$ cat src/rtl/tdm_slot_pkg.sv
package tdm_slot_pkg;

  typedef enum logic [1:0] {
    REG_POS  = 2'd0,
    REG_LEN  = 2'd1,
    REG_MODE = 2'd2,
    REG_RSVD = 2'd3
  } reg_sel_e;

  // packed: strobe is bit 1, dbl is bit 0
  typedef struct packed {
    logic strobe;
    logic dbl;
  } mode_t;

endpackage

$ cat src/rtl/tdm_cfg_regs.sv
module tdm_cfg_regs
  import tdm_slot_pkg::*;
#(
  parameter int unsigned POS_W = 8,
  parameter int unsigned LEN_W = 3
) (
  input  logic             clk,
  input  logic             rst_n,
  input  logic             we,
  input  logic [1:0]       addr,
  input  logic [POS_W-1:0] wdata,
  output logic [POS_W-1:0] start,
  output logic [LEN_W-1:0] len_m1,
  output mode_t            mode
);

  logic [POS_W-1:0] start_q, start_d;
  logic [LEN_W-1:0] len_q, len_d;
  mode_t            mode_q, mode_d;

  always_comb begin
    start_d = start_q;
    len_d   = len_q;
    mode_d  = mode_q;
    if (we) begin
      unique case (reg_sel_e'(addr))
        REG_POS:  start_d = wdata;
        REG_LEN:  len_d   = wdata[LEN_W-1:0];
        REG_MODE: mode_d  = mode_t'(wdata[1:0]);
        default:  ;
      endcase
    end
  end

  always_ff @(posedge clk or negedge rst_n) begin
    if (!rst_n) begin
      start_q <= '0;
      len_q   <= '0;
      mode_q  <= '0;
    end else begin
      start_q <= start_d;
      len_q   <= len_d;
      mode_q  <= mode_d;
    end
  end

  assign start  = start_q;
  assign len_m1 = len_q;
  assign mode   = mode_q;

endmodule

$ cat src/rtl/tdm_bit_timer.sv
module tdm_bit_timer #(
  parameter int unsigned POS_W = 8
) (
  input  logic             clk,
  input  logic             rst_n,
  input  logic             frame_sync,
  input  logic             dbl,
  input  logic             strobe,
  output logic [POS_W-1:0] pos,
  output logic             tick,
  output logic             sample
);

  localparam logic [POS_W-1:0] POS_SAT = '1;

  logic [POS_W-1:0] pos_q, pos_d;
  logic             phase_q, phase_d;
  logic             advance;

  // a bit position ends when the second half (2x) or the only clock (1x) ends
  assign advance = !dbl || phase_q;

  always_comb begin
    pos_d   = pos_q;
    phase_d = phase_q;
    if (!strobe) begin
      if (frame_sync) begin
        pos_d   = '0;
        phase_d = 1'b0;
      end else begin
        phase_d = dbl ? !phase_q : 1'b0;
        if (advance && (pos_q != POS_SAT)) begin
          pos_d = pos_q + 1'b1;
        end
      end
    end
  end

  always_ff @(posedge clk or negedge rst_n) begin
    if (!rst_n) begin
      pos_q   <= POS_SAT;
      phase_q <= 1'b0;
    end else begin
      pos_q   <= pos_d;
      phase_q <= phase_d;
    end
  end

  assign pos    = pos_q;
  assign tick   = strobe || advance;
  assign sample = strobe || !dbl || !phase_q;

endmodule

$ cat src/rtl/tdm_slot_window.sv
module tdm_slot_window #(
  parameter int unsigned POS_W = 8,
  parameter int unsigned LEN_W = 3
) (
  input  logic [POS_W-1:0] pos,
  input  logic [POS_W-1:0] start,
  input  logic [LEN_W-1:0] len_m1,
  input  logic             strobe,
  input  logic             frame_sync,
  output logic             in_slot
);

  localparam int unsigned     EXT_W   = POS_W + 1;
  localparam logic [POS_W-1:0] POS_SAT = '1;

  logic [EXT_W-1:0] lo_w;
  logic [EXT_W-1:0] hi_w;
  logic [EXT_W-1:0] pos_w;
  logic             framed;

  assign lo_w   = EXT_W'(start);
  assign hi_w   = EXT_W'(start) + EXT_W'(len_m1) + EXT_W'(1);
  assign pos_w  = EXT_W'(pos);
  assign framed = (pos != POS_SAT) && (pos_w >= lo_w) && (pos_w < hi_w);

  assign in_slot = strobe ? frame_sync : framed;

endmodule

$ cat src/rtl/tdm_lane.sv
module tdm_lane (
  input  logic clk,
  input  logic rst_n,
  input  logic in_slot,
  input  logic tick,
  input  logic sample,
  input  logic tx_bit_in,
  input  logic ser_rx,
  input  logic coll_rx,
  input  logic coll_clr,
  output logic ser_tx,
  output logic tx_drive_en,
  output logic tx_bit_take,
  output logic rx_bit_out,
  output logic rx_bit_vld,
  output logic coll_evt,
  output logic coll_sticky
);

  logic capture;
  logic mismatch;
  logic rxb_q, rxb_d;
  logic rxv_q, rxv_d;
  logic cev_q, cev_d;
  logic flg_q, flg_d;

  assign ser_tx      = in_slot ? tx_bit_in : 1'b1;
  assign tx_drive_en = in_slot;
  assign tx_bit_take = in_slot && tick;
  assign capture     = in_slot && sample;
  assign mismatch    = capture && (coll_rx != ser_tx);

  always_comb begin
    rxb_d = rxb_q;
    if (capture) begin
      rxb_d = ser_rx;
    end
    rxv_d = capture;
    cev_d = mismatch;
    flg_d = mismatch || (flg_q && !coll_clr);
  end

  always_ff @(posedge clk or negedge rst_n) begin
    if (!rst_n) begin
      rxb_q <= 1'b0;
      rxv_q <= 1'b0;
      cev_q <= 1'b0;
      flg_q <= 1'b0;
    end else begin
      rxb_q <= rxb_d;
      rxv_q <= rxv_d;
      cev_q <= cev_d;
      flg_q <= flg_d;
    end
  end

  assign rx_bit_out  = rxb_q;
  assign rx_bit_vld  = rxv_q;
  assign coll_evt    = cev_q;
  assign coll_sticky = flg_q;

endmodule

$ cat src/rtl/tdm_slot_port.sv
module tdm_slot_port
  import tdm_slot_pkg::*;
#(
  parameter int unsigned POS_W = 8,
  parameter int unsigned LEN_W = 3
) (
  input  logic             clk,
  input  logic             rst_n,
  input  logic             cfg_we,
  input  logic [1:0]       cfg_addr,
  input  logic [POS_W-1:0] cfg_wdata,
  input  logic             frame_sync,
  input  logic             ser_rx,
  input  logic             coll_rx,
  input  logic             tx_bit_in,
  input  logic             coll_clr,
  output logic             ser_tx,
  output logic             tx_drive_en,
  output logic             tx_bit_take,
  output logic             rx_bit_out,
  output logic             rx_bit_vld,
  output logic             coll_evt,
  output logic             coll_sticky
);

  logic             rst_meta_q;
  logic             rst_core_n;
  logic [POS_W-1:0] start;
  logic [LEN_W-1:0] len_m1;
  mode_t            mode;
  logic [POS_W-1:0] pos;
  logic             tick;
  logic             sample;
  logic             in_slot;

  // asynchronous assertion, release aligned to clk
  always_ff @(posedge clk or negedge rst_n) begin
    if (!rst_n) begin
      rst_meta_q <= 1'b0;
      rst_core_n <= 1'b0;
    end else begin
      rst_meta_q <= 1'b1;
      rst_core_n <= rst_meta_q;
    end
  end

  tdm_cfg_regs #(.POS_W(POS_W), .LEN_W(LEN_W)) u_cfg (
    .clk    (clk),
    .rst_n  (rst_core_n),
    .we     (cfg_we),
    .addr   (cfg_addr),
    .wdata  (cfg_wdata),
    .start  (start),
    .len_m1 (len_m1),
    .mode   (mode)
  );

  tdm_bit_timer #(.POS_W(POS_W)) u_timer (
    .clk        (clk),
    .rst_n      (rst_core_n),
    .frame_sync (frame_sync),
    .dbl        (mode.dbl),
    .strobe     (mode.strobe),
    .pos        (pos),
    .tick       (tick),
    .sample     (sample)
  );

  tdm_slot_window #(.POS_W(POS_W), .LEN_W(LEN_W)) u_window (
    .pos        (pos),
    .start      (start),
    .len_m1     (len_m1),
    .strobe     (mode.strobe),
    .frame_sync (frame_sync),
    .in_slot    (in_slot)
  );

  tdm_lane u_lane (
    .clk         (clk),
    .rst_n       (rst_core_n),
    .in_slot     (in_slot),
    .tick        (tick),
    .sample      (sample),
    .tx_bit_in   (tx_bit_in),
    .ser_rx      (ser_rx),
    .coll_rx     (coll_rx),
    .coll_clr    (coll_clr),
    .ser_tx      (ser_tx),
    .tx_drive_en (tx_drive_en),
    .tx_bit_take (tx_bit_take),
    .rx_bit_out  (rx_bit_out),
    .rx_bit_vld  (rx_bit_vld),
    .coll_evt    (coll_evt),
    .coll_sticky (coll_sticky)
  );

endmodule

$ cat config.mk
export PLATFORM = sky130hd
export DESIGN_NAME = tdm_slot_port
export DESIGN_NICKNAME = d
export VERILOG_FILES = /design/src/rtl/tdm_slot_pkg.sv /design/src/rtl/tdm_cfg_regs.sv /design/src/rtl/tdm_bit_timer.sv /design/src/rtl/tdm_slot_window.sv /design/src/rtl/tdm_lane.sv /design/src/rtl/tdm_slot_port.sv
export SDC_FILE = /design/constraint.sdc
export NUM_CORES = 1
export LEC_CHECK = 0
export BUFFER_PORTS_ARGS = -buffer_cell sky130_fd_sc_hd__buf_2
export CAP_MARGIN = 30
export CORE_ASPECT_RATIO = 1.5
export CORE_MARGIN = 10
export CORE_UTILIZATION = 30
export CTS_BUF_LIST = sky130_fd_sc_hd__clkbuf_4
export DETAILED_ROUTE_END_ITERATION = 6
export GPL_ROUTABILITY_DRIVEN = 0
export PLACE_DENSITY = 0.43
export RECOVER_POWER = 50
export SETUP_SLACK_MARGIN = 0.1
export SYNTH_ARGS = -nofsm -noshare
export SYNTH_HDL_FRONTEND = slang
export SYNTH_SLANG_ARGS = --single-unit
$ cat constraint.sdc
create_clock -name clk -period 4.85 [get_ports clk]
set_clock_uncertainty 0.15 [all_clocks]
set_input_delay 0.97 -clock clk [delete_from_list [all_inputs] [get_ports clk]]
set_output_delay 0.97 -clock clk [all_outputs]
set_load 0.05 [all_outputs]
Word-level counts from Yosys, hierarchy flattened

Cells that the tools add are included.

Mux-type cells: 6
Multipliers: 0
$lt $le $gt $ge: 2
Divide/modulo/power cells: 0
Shift operators: 0
Equality and inequality tests: 4
Bitwise logic cells: 1
Add/sub/neg operators: 3
Reduce and logical (&&, ||, !) cells: 21

Operators by type and width:

| cell                                                                   | count |
|---|---|
| 8-bit 2-to-1 mux                                                       | 2 |
| 8-bit by 3-bit adder with 9-bit output                                 | 1 |
| 9-bit by 1-bit adder with 9-bit output (second input constant)         | 1 |
| 8-bit by 9-bit less-than comparator with 1-bit output                  | 1 |
| 8-bit by 1-bit adder with 8-bit output (second input constant)         | 1 |
| 8-bit greater-or-equal comparator                                      | 1 |
| 8-bit != test (second input constant)                                  | 1 |
| 2-bit AND reduction                                                    | 4 |
| 1-bit logical AND                                                      | 7 |
| 1-bit logical OR                                                       | 5 |
| 1-bit 2-to-1 mux                                                       | 4 |
| 1-bit logical NOT                                                      | 3 |
| 2-bit by 1-bit equality test with 1-bit output (second input constant) | 1 |
| 2-bit equality test (second input constant)                            | 1 |
| 2-bit logical NOT                                                      | 1 |
| 2-bit nonzero test                                                     | 1 |
| 1-bit != test                                                          | 1 |
| 1-bit NOT                                                              | 1 |

Logic and storage cells: 49
Memories: 0
Memory bits (writable): 0
Register bits: 28
Bits in latches: 0
Bits of input ports: 18
Bits in read-only memories: 0

Logic depth before layout (Yosys ltp)

Gate-level depths: netlist of the first run.

Depth in word-level cells: 9
Depth in mapped cells: 13
Gate-level depth less buffers: 13

Hierarchy

A second synthesis of the first run with hierarchy kept.

Cells, all modules: 171
Area, all modules: 1821.7 µm²

By module, submodules not included:

| module          | times used | cells each | area each (µm²) |
|---|---|---|---|
| tdm_slot_window | 1          | 74         | 571.8 |
| tdm_bit_timer   | 1          | 51         | 520.5 |
| tdm_cfg_regs    | 1          | 29         | 505.5 |
| tdm_lane        | 1          | 14         | 170.2 |
| tdm_slot_port   | 1          | 3          | 53.8 |

Worst setup path before layout of the first run

OpenSTA, ideal clock, no wires.

Path type: reg-to-output
Start point: register u_cfg.start_q[0], in the netlist u_cfg.start[0]
End point: output port ser_tx
Setup slack: 0.118 ns
Stages on the path, launching flop included: 14
Arrival time: 3.612 ns
Path through: dfrtp_1 -> inv_1 -> ha_1 -> inv_1 -> fa_1 -> a21o_1 -> nand4_1 -> xnor2_1 -> ha_1 -> a211oi_1 -> nand2_1 -> o211a_1 -> o31ai_2 -> nand2b_1

Longest elaborated chain between the ends: 6

Ends and longest elaborated chain:

| what                                                  | line                  | RTL |
|---|---|---|
| start: declaration                                    | tdm_cfg_regs.sv:17    | `logic [POS_W-1:0] start_q, start_d;` |
| start signal: assignment                              | tdm_cfg_regs.sv:41    | `start_q <= start_d;` |
| 8-bit by 3-bit adder with 9-bit output                | tdm_slot_window.sv:22 | `assign hi_w = EXT_W'(start) + EXT_W'(len_m1) + EXT_W'(1);` |
| 9-bit by 1-bit adder with 9-bit output                | tdm_slot_window.sv:22 |  |
| 8-bit by 9-bit less-than comparator with 1-bit output | tdm_slot_window.sv:24 | `assign framed = (pos != POS_SAT) && (pos_w >= lo_w) && (pos_w < hi_w);` |
| 1-bit logical AND *                                   | tdm_slot_window.sv:24 |  |
| 1-bit 2-to-1 mux *                                    | tdm_slot_window.sv:26 | `assign in_slot = strobe ? frame_sync : framed;` |
| via tx_drive_en                                       | tdm_slot_port.sv:18   | `output logic tx_drive_en,` |
| 1-bit 2-to-1 mux *                                    | tdm_lane.sv:27        | `assign ser_tx = in_slot ? tx_bit_in : 1'b1;` |
| end: declaration                                      | tdm_slot_port.sv:17   | `output logic ser_tx,` |

Mark *: on every way through the listed nets, which the timed path passes. The rest lies on a longest branch.

Final worst setup path of the first run

Start point: register u_cfg.start_q[0], in the netlist u_cfg.start[0]
End point: output port tx_bit_take

Longest elaborated chain between the ends: 6

Ends and longest elaborated chain:

| what                                                  | line                  | RTL |
|---|---|---|
| 8-bit by 3-bit adder with 9-bit output                | tdm_slot_window.sv:22 |  |
| 9-bit by 1-bit adder with 9-bit output                | tdm_slot_window.sv:22 |  |
| 8-bit by 9-bit less-than comparator with 1-bit output | tdm_slot_window.sv:24 |  |
| 1-bit logical AND *                                   | tdm_slot_window.sv:24 |  |
| 1-bit 2-to-1 mux *                                    | tdm_slot_window.sv:26 |  |
| 1-bit logical AND *                                   | tdm_lane.sv:29        | `assign tx_bit_take = in_slot && tick;` |
| end: declaration                                      | tdm_slot_port.sv:19   | `output logic tx_bit_take,` |

Every way passes the cells marked *; elsewhere a longest branch is shown, timed or not.

==> impl_metrics.csv, run 1 <==
group,metric,value,unit
global_routing,met1_usage,10.0,%
clock_network,cts_tree,"built",
yosys,synth_warnings,0,
yosys,syn_inst,176,
yosys,synthArstFlopShare,100,%
die,rows,33,
drt,wl_per_cell,14.9,um
place,port-buffer-count,24,
clock_network,cts_sinks,28,
global_routing,grt_usage,9.46,%
die,die_w,82.0,um
job,max-cap-violations,0,
drt,first_iter_violations,94,
place,place_hpwl,3310,um
finish,fin_cells,273,
yosys,synth.largest_area_cell,"dfrtp_1",
critical_path,end_kind,"output pin",
clock_network,holdBufCountCts,0,
power_and_ir_drop,irDropWorstVdd,0.149,mV
clock_network,ctsHtreeMaxLevel,1,
clock_network,clockBufferDepth,2,
critical_path,cp.required,3730,ps
global_routing,grt-ovfl-total,0,
timing,rsz0062_at_grt,"false",
critical_path,critPathLaunchType,"register",
worst_hold_path,hold_class,"reg2async",
global_routing,antenna_found_initial,0,
critical_path,cpMaxStageDelayCell,"dfrtp_1",
critical_path,timing.critical_path.cells,"inv_1, ha_1, inv_1, fa_1, a21o_1, nand4_1, xnor2_1, ha_1, a211oi_1, nand2_1, o211a_1, o31ai_4, o21a_1, clkbuf_4",
power_and_ir_drop,p_leak,0.886,nW
yosys,synth_nets,214,
critical_path,arrival,3340,ps
finish,num-nets-final,242,
yosys,yosysMostFrequentCell,"dfrtp_1",
clock_network,cts_buffers,3,
die,die_area,0.00926,mm^2
clock_network,clk_pin_slew,150,ps
critical_path,reg2reg_slack,1520,ps
yosys,netlist_top_cells_area,"dfrtp_1 (29%), ha_1 (14%), dfstp_2 (12%)",
critical_path,slowest_delay,410,ps
yosys,synth_top_area_share,29.0,%
timing,worst_pin_slew,849,ps
timing,setup_viol,0,
critical_path,critical_path.max_fanout,7,
clock_network,clkLatencyLatePin,320,ps
drt,drtAntennaViolNets,0,
timing,hold_viol_final,0,
timing,finalCritPeriodShare,92.0,%
global_routing,grt_pass1_vias,1550,
die,die_height,113,um
timing,slew_headroom,43.4,%
yosys,ys_seq_elements,28,
yosys,avgSynthCellArea,9.82,um^2
yosys,synthTopCellsByCount,"dfrtp_1 (20), ha_1 (19), nand2_1 (19), inv_1 (16), o21ai_0 (13)",
finish,antennaDiodeCount,0,
critical_path,worstRegToRegCells,13,
power_and_ir_drop,p_per_area,348,mW/mm^2
timing,hold_ws,45.7,ps
clock_network,cts_setup_buffers,0,
timing,fin_crit,4460,ps
drt,viasPerCell,5.04,
timing,drv_slew,0,
critical_path,crit_type,"reg2out",
global_routing,grtUsageMet2,17.2,%
clock_network,clock-root-buffer,"clkbuf_4",
run_status,status,"complete, no violations",
yosys,synth_edf_count,0,
timing,fin_setup_tns,0,ps
die,initial_core_util,31.2,%
drt,dr_total_vias,1376,
die,coreArea,0.00553,mm^2
yosys,ys_seq_area_share,41.1,%
drt,wirelength,4060,um
die,io_pins,25,
finish,synthToLayoutAreaGrowth,14.0,%
yosys,syn_area,0.00173,mm^2
global_routing,grt_busiest_layer,"met2",
yosys,ys.flop_type,"dfrtp_1",
finish,final_core_util,35.6,%
finish,drive_gt1_share,19.7,%
global_routing,grt_util_met3,1.74,%
timing,max_freq,224,MHz
yosys,synthDistinctLibCells,38,
global_routing,grt_pass1_wl,7090,um
global_routing,grt_max_degree,17,
drt,post-route-drc-count,0,
drt,dr.pass1.iters,4,
place,dpl.cell_count,269,
-- report_power, final --
part | switching, W | internal, W | total, W
Combinational | 0.000161 | 0.000109 | 0.000270
Clock | 0.0000689 | 0.0000302 | 0.0000991
Sequential | 0.0000395 | 0.000277 | 0.000317
-- path summary, 6_finish.rpt --
| path | startpoint | endpoint |
|---|---|---|
| max | u_cfg.start[0] | tx_bit_take |
| min | rst_core_n | u_cfg.start[0] |
| max reg2reg | u_cfg.start[0] | u_lane.rx_bit_out |
| min reg2reg | rst_core_n | u_cfg.start[0] |
| max in group asynchronous | rst_core_n | u_timer.phase_q |
| min in group clk | rst_meta_q | rst_core_n |
-- cells by family after synthesis --
group           count (synthesis)  share of synthesized area (%)
mux                             6                           3.91
flops                          28                           41.1
compound gates                 44                           16.6
buf+inv                        19                           4.13
simple gates                   50                           15.1
xor+xnor                        8                           4.06
other cells                     1                          0.217
fa+ha+maj                      20                           14.9
-- per-stage QoR --
stage / total power (W) / worst slack [ps] / instance area (um^2)
2_1_floorplan: 0.000515 / 118 / 1730
5_1_grt: 0.000749 / 119 / 1970
6_report: 0.000685 / 386 / 1970
3_3_place_gp: 0.000581 / 686 / 1930
4_1_cts: 0.000698 / 192 / 1990
3_5_place_dp: 0.000593 / 614 / 1960
-- routing by layer --
metal,wire length [um],vias up
li1,-,677
met1,1650,674
met2,2160,17
met3,87,8
met4,166,0
met5,0,-
-- flip-flops by register name (all words and copies together), names as in the netlist --
signal / count
u_cfg.start: 8
u_timer.pos: 8
u_cfg.len_m1: 3
u_cfg.mode: 2
rst_core_n: 1
rst_meta_q: 1
u_lane.coll_evt: 1
u_lane.coll_sticky: 1
u_lane.rx_bit_out: 1
u_lane.rx_bit_vld: 1
u_timer.phase_q: 1
-- cell type report --
class | instances | area, um^2
fillers | 595 | 3560
multi-input cells | 129 | 955
flip-flops and latches | 28 | 711
repair buffers | 26 | 130
well taps | 70 | 87.6
inverters | 16 | 60.1
clock buffers | 3 | 22.5
clock inverters | 1 | 3.75
-- critical path: cells and delay by family, from the launching register on --
| family | cells | cell delay, ps |
|---|---|---|
| compound gates | 5 | 1130 |
| fa+ha+maj | 3 | 810 |
| flops | 1 | 410 |
| buf+inv | 3 | 350 |
| simple gates | 2 | 190 |
| xor+xnor | 1 | 130 |
-- cells in the final DEF, fill, tap and decap left out, types with 2 or more instances in the layout --
cell,count
and2_1,2
a211oi_1,2
o21a_1,3
nor2_1,5
nand4_1,3
nor3_1,3
nand2_1,19
mux2_2,6
nand2b_1,2
dfstp_2,8
o31ai_1,4
nand3_1,3
or3_1,2
or4_1,3
a21oi_1,11
ha_1,19
dfrtp_1,20
a32o_1,2
clkbuf_4,4
clkbuf_1,4
o21ai_0,13
nand3b_1,3
buf_2,20
xnor2_1,7
inv_1,16
a21o_1,3
-- repair_timing --
action,in CTS,in global routing
endpoints found under the hold margin,0,0
setup endpoints to repair,0,3
gates resized for setup,0,2
(Power assumes the default switching activity.)
==> run 2: changes to the inputs <==
--- a/config.mk
+++ b/config.mk
@@ -13,7 +13,7 @@
 export CTS_BUF_LIST = sky130_fd_sc_hd__clkbuf_4
 export DETAILED_ROUTE_END_ITERATION = 6
 export GPL_ROUTABILITY_DRIVEN = 0
-export PLACE_DENSITY = 0.43
+export PLACE_DENSITY = 0.57
 export RECOVER_POWER = 50
 export SETUP_SLACK_MARGIN = 0.1
 export SYNTH_ARGS = -nofsm -noshare
==> run 2 against run 1 <==
Effect of this change: clock power rose by 0.4%; cell area did not move; highest routed layer unchanged; count of clock-buffer cells in the layout did not move; via count fell by 3.3%; non-clock buffer count did not move; first-iteration DRC count rose by 1.1%; combinational power fell by 2%; setup slack improved by 47 ps; die area did not move; total power fell by 1.0%.
==> impl_metrics.csv, run 2 (synthesis results as in run 1) <==
group,metric,value,unit
critical_path,cp.depth,14,
die,die_w,82.0,um
die,die_area,0.00926,mm^2
power_and_ir_drop,power.switching,0.000264,W
finish,final_cell_mix,"buf_2 (20), dfrtp_1 (20), nand2_1 (19), ha_1 (19), inv_1 (16)",
global_routing,grt-ovfl-total,0,
critical_path,cpMaxStageDelayCell,"dfrtp_1",
critical_path,arrival,3300,ps
clock_network,cts_tree,"built",
finish,antennaDiodeCount,0,
global_routing,grtUsageMet2,14.7,%
drt,first_iter_violations,95,
timing,worst_pin_slew,1360,ps
drt,viasPerCell,4.87,
drt,wirelength,3730,um
power_and_ir_drop,p_per_area,344,mW/mm^2
critical_path,crit_type,"reg2out",
global_routing,grt_pass1_wl,6280,um
timing,hold_viol_final,0,
place,port-buffer-count,24,
power_and_ir_drop,p_int,0.000415,W
power_and_ir_drop,p_comb_share,39.1,%
power_and_ir_drop,pwr-share-clk,14.7,%
global_routing,grt_util_met3,1.66,%
worst_hold_path,hold_class,"reg2reg",
critical_path,cp_top_family,"compound AO/OA/AOI/OAI gates",
die,die_height,113,um
timing,max_freq,226,MHz
timing,rsz0062_at_grt,"false",
drt,wl_per_cell,13.7,um
drt,post-route-drc-count,0,
clock_network,ctsHtreeMaxLevel,1,
finish,synthToLayoutAreaGrowth,14.0,%
critical_path,cp_num_buf_inv,3,
critical_path,cp.required,3730,ps
critical_path,worstRegToRegCells,13,
die,initial_core_util,31.2,%
timing,hold_ws,225,ps
die,coreArea,0.00553,mm^2
critical_path,end_kind,"output pin",
drt,dr_total_vias,1330,
critical_path,critical_path.max_fanout,7,
job,max-cap-violations,0,
global_routing,grt_pass1_vias,1318,
timing,finalCritPeriodShare,91.1,%
drt,dr.pass1.iters,4,
critical_path,critPathLaunchType,"register",
finish,drive_gt1_share,19.7,%
timing,fin_setup_tns,0,ps
clock_network,cts_sinks,28,
power_and_ir_drop,swShare,38.9,%
finish,num-nets-final,242,
clock_network,clk_pin_slew,150,ps
power_and_ir_drop,pwr-share-seq,46.2,%
timing,drv_slew,0,
clock_network,clockBufferDepth,2,
critical_path,timing.critical_path.cells,"inv_1, ha_1, inv_1, fa_1, a21o_1, nand4_1, xnor2_1, ha_1, a211oi_1, nand2_1, o211a_1, o31ai_4, o21a_1, clkbuf_4",
global_routing,grt_max_degree,27,
power_and_ir_drop,irDropWorstVdd,0.126,mV
timing,slew_headroom,9.07,%
global_routing,grt_usage,8.31,%
run_status,status,"complete, no violations",
power_and_ir_drop,p_leak,0.886,nW
die,rows,33,
die,io_pins,25,
critical_path,slowest_delay,410,ps
clock_network,clock-root-buffer,"clkbuf_4",
timing,setup_viol,0,
clock_network,cts_buffers,3,
global_routing,antenna_found_initial,0,
global_routing,met1_usage,9.60,%
clock_network,clkLatencyLatePin,330,ps
place,place_hpwl,3030,um
finish,nFillCells,591,
timing,fin_crit,4420,ps
worst_hold_path,worst_hold_path.num_cells,0,
drt,drtAntennaViolNets,0,
clock_network,cts_setup_buffers,0,
global_routing,grt_busiest_layer,"met2",
-- run 2: metal layers --
metal	share of wire [%]	up-vias	routed length [um]
li1	-	681	-
met1	42	635	1570
met2	54	10	2020
met3	2.5	4	92
met4	1.3	0	48
met5	0	-	0
-- run 2: worst paths after layout --
kind                                startpoint                 to  slack, ps
worst min register to register      rst_meta_q         rst_core_n        220
max in group asynchronous           rst_core_n    u_timer.phase_q       3260
worst max register to register  u_cfg.start[0]  u_lane.rx_bit_out       1560
worst max-delay path            u_cfg.start[0]        tx_bit_take        430
worst min-delay path                rst_meta_q         rst_core_n        220
min in group asynchronous                rst_n         rst_meta_q        240
-- run 2: layout make-up --
type	count	area [um^2]	area share (%)
clock buffers	3	22.5	1.14
repair buffers	26	130	6.61
multi-input cells	129	955	48.5
inverters	16	60.1	3.05
flip-flops and latches	28	711	36.1
clock inverters	1	3.75	0.191
well taps	70	87.6	4.45
-- run 2: power groups by stage --
stage	logic [W]	registers [W]	clock network, W
global route	0.000304	0.000320	0.000114
detailed placement	0.000268	0.000318	0
global placement	0.000263	0.000318	0
floorplan	0.000179	0.000335	0
CTS	0.000269	0.000313	0.000106
finish	0.000265	0.000314	0.0000995
-- run 2: repair_timing --
action | in CTS | in global routing
resized for setup | 0 | 2
hold buffers | 0 | 0
hold endpoints to repair | 0 | 0
endpoints found under the setup margin | 0 | 3
-- run 2: worst reg2reg max path, cell delays in order, from the launching register on --
cell and delay, ps:
dfrtp_1 410, inv_1 70, ha_1 140, inv_1 50
fa_1 390, a21o_1 200, nand4_1 110, xnor2_1 130
ha_1 260, a211oi_1 200, nand2_1 80, o211a_1 270
or4b_1 470, a32o_1 270
-- run 2: stage by stage --
| stage | total power, W | std cells | cell area [um^2] | setup slack, ps | util, % |
|---|---|---|---|---|---|
| floorplan | 0.000515 | 176 | 1730 | 118 | - |
| global placement | 0.000581 | 269 | 1940 | 684 | 35.1 |
| detailed placement | 0.000585 | 269 | 1940 | 643 | 35.1 |
| CTS | 0.000688 | 273 | 1970 | 241 | 35.5 |
| global route | 0.000738 | 273 | 1970 | 124 | 35.6 |
| finish | 0.000678 | 273 | 1970 | 432 | 35.6 |
==> run 3: changes to the inputs <==
--- a/config.mk
+++ b/config.mk
@@ -15,6 +15,7 @@
 export GPL_ROUTABILITY_DRIVEN = 0
 export PLACE_DENSITY = 0.57
 export RECOVER_POWER = 50
+export REMOVE_ABC_BUFFERS = 1
 export SETUP_SLACK_MARGIN = 0.1
 export SYNTH_ARGS = -nofsm -noshare
 export SYNTH_HDL_FRONTEND = slang
==> run 3 against run 2 <==
Effect of this change: final cell count is the same; hold slack got worse by 1.7 ps; count of clock-buffer cells in the layout unchanged; maximum frequency down 1.3%; sequential cell count is the same; cell area is 1.2% higher; total power grew 7.7%; critical path depth is the same; highest routed layer unchanged.
==> impl_metrics.csv, run 3 (synthesis results as in run 1) <==
group,metric,value,unit
run_status,status,"complete, no violations",
drt,wl_met2,2140,um
clock_network,clock-root-buffer,"clkbuf_4",
clock_network,cts_setup_buffers,0,
drt,dr_total_vias,1345,
job,max-cap-violations,0,
finish,synthToLayoutAreaGrowth,15.4,%
finish,multi_input_area,955,um^2
clock_network,clockBufferDepth,2,
finish,nFillCells,593,
critical_path,slowest_delay,410,ps
clock_network,clk_pin_slew,160,ps
clock_network,cts_buffers,3,
power_and_ir_drop,p_per_area,367,mW/mm^2
timing,rsz0062_at_grt,"false",
power_and_ir_drop,p_leak,0.899,nW
clock_network,clkLatencyLatePin,330,ps
place,place_hpwl,3020,um
finish,antennaDiodeCount,0,
finish,fin_cells,273,
global_routing,grt_pass1_vias,1359,
timing,finalCritPeriodShare,92.3,%
critical_path,cp.required,3730,ps
drt,drtAntennaViolNets,0,
timing,hold_viol_final,0,
critical_path,arrival,3360,ps
clock_network,cts_resized,0,
critical_path,critical_path.max_fanout,7,
clock_network,ctsHtreeMaxLevel,1,
die,io_pins,25,
clock_network,holdBufCountCts,0,
critical_path,end_kind,"output pin",
drt,first_iter_violations,74,
finish,seq_area,711,um^2
finish,final_core_util,36.0,%
critical_path,cpMaxStageDelayCell,"dfrtp_1",
drt,viasPerCell,4.93,
place,dpl.cell_count,269,
timing,worst_pin_slew,1380,ps
drt,wirelength,3760,um
timing,worst_slack,372,ps
critical_path,critPathLaunchType,"register",
drt,wl_met1,1440,um
timing,fin_setup_tns,0,ps
timing,max_freq,223,MHz
timing,slew_headroom,8.33,%
place,port-buffer-count,24,
finish,num-nets-final,242,
die,rows,33,
global_routing,grt-ovfl-total,0,
die,die_w,82.0,um
timing,drv_slew,0,
finish,layout_commonest_cell,"buf_2",
global_routing,grt_max_degree,27,
die,die_height,113,um
critical_path,crit_type,"reg2out",
finish,final_cell_mix,"buf_2 (21), dfrtp_1 (20), nand2_1 (19), ha_1 (19), inv_1 (16)",
place,dp_slack,657,ps
critical_path,timing.critical_path.cells,"inv_1, ha_1, inv_1, fa_1, a21o_1, nand4_1, xnor2_1, ha_1, a211oi_1, nand2_1, o211a_1, o31ai_4, o21a_1, buf_2",
timing,fin_crit,4480,ps
drt,wl_met3,131,um
worst_hold_path,hold_class,"reg2reg",
drt,post-route-drc-count,0,
global_routing,grt_usage,8.34,%
finish,drive_gt1_share,20.2,%
drt,dr.max_layer_used,"met4",
timing,setup_viol,0,
die,initial_core_util,31.2,%
global_routing,grt_pass1_wl,6180,um
global_routing,antenna_found_initial,0,
die,die_area,0.00926,mm^2
drt,dr.pass1.iters,5,
clock_network,cts_tree,"built",
drt,wl_per_cell,13.8,um
clock_network,cts_sinks,28,
die,coreArea,0.00553,mm^2
power_and_ir_drop,irDropWorstVdd,0.156,mV
[run 3: path summary, 6_finish.rpt]
kind	start	endpoint	slack [ps]	cells past startpoint
worst max-delay path	u_cfg.start[0]	tx_bit_take	370	14
worst min-delay path	rst_meta_q	rst_core_n	220	0
worst max register to register	u_cfg.start[0]	u_lane.rx_bit_out	1560	13
worst min register to register	rst_meta_q	rst_core_n	220	0
max in group asynchronous	rst_core_n	u_cfg.start[3]	3270	1
min in group asynchronous	rst_n	rst_meta_q	240	1
[run 3: stage by stage]
step / hold slack (ps) / instance area, um^2 / power, W
4_1_cts: 97.9 / 1990 / 0.000744
2_1_floorplan: 178 / 1720 / 0.000513
5_1_grt: 213 / 1990 / 0.000792
3_3_place_gp: 92.3 / 1940 / 0.000578
6_report: 223 / 1990 / 0.000731
3_5_place_dp: 96.1 / 1940 / 0.000584
[run 3: report_power, final]
| part | switching (W) | total (W) | internal, W | leakage (nW) |
|---|---|---|---|---|
| Sequential | 0.0000363 | 0.000313 | 0.000277 | 0.329 |
| Combinational | 0.000157 | 0.000264 | 0.000107 | 0.542 |
| Clock | 0.0000699 | 0.000154 | 0.0000836 | 0.0279 |
[run 3: per-layer routing]
metal  vias up  global-route usage [%]
li1        684                       -
met3         5                    1.74
met2        16                    16.1
met5         -                       0
met4         0                    2.73
met1       640                    8.27
[run 3: layout make-up]
cell class | count | area share [%]
multi-input combinational | 129 | 47.9
sequential | 28 | 35.7
timing repair buffer | 26 | 6.40
tap | 70 | 4.39
inverter | 16 | 3.01
clock inverter | 1 | 1.51
clock buffer | 3 | 1.13
[run 3: critical path, delay by kind of cell (launching register included)]
family | cells | cell delay (ps)
AOI/OAI and AO/OA | 5 | 1130
adders and majority gates | 3 | 790
DFF | 1 | 410
buffers and inverters | 3 | 370
and+or+nand+nor | 2 | 180
xor gates and xnor gates | 1 | 130
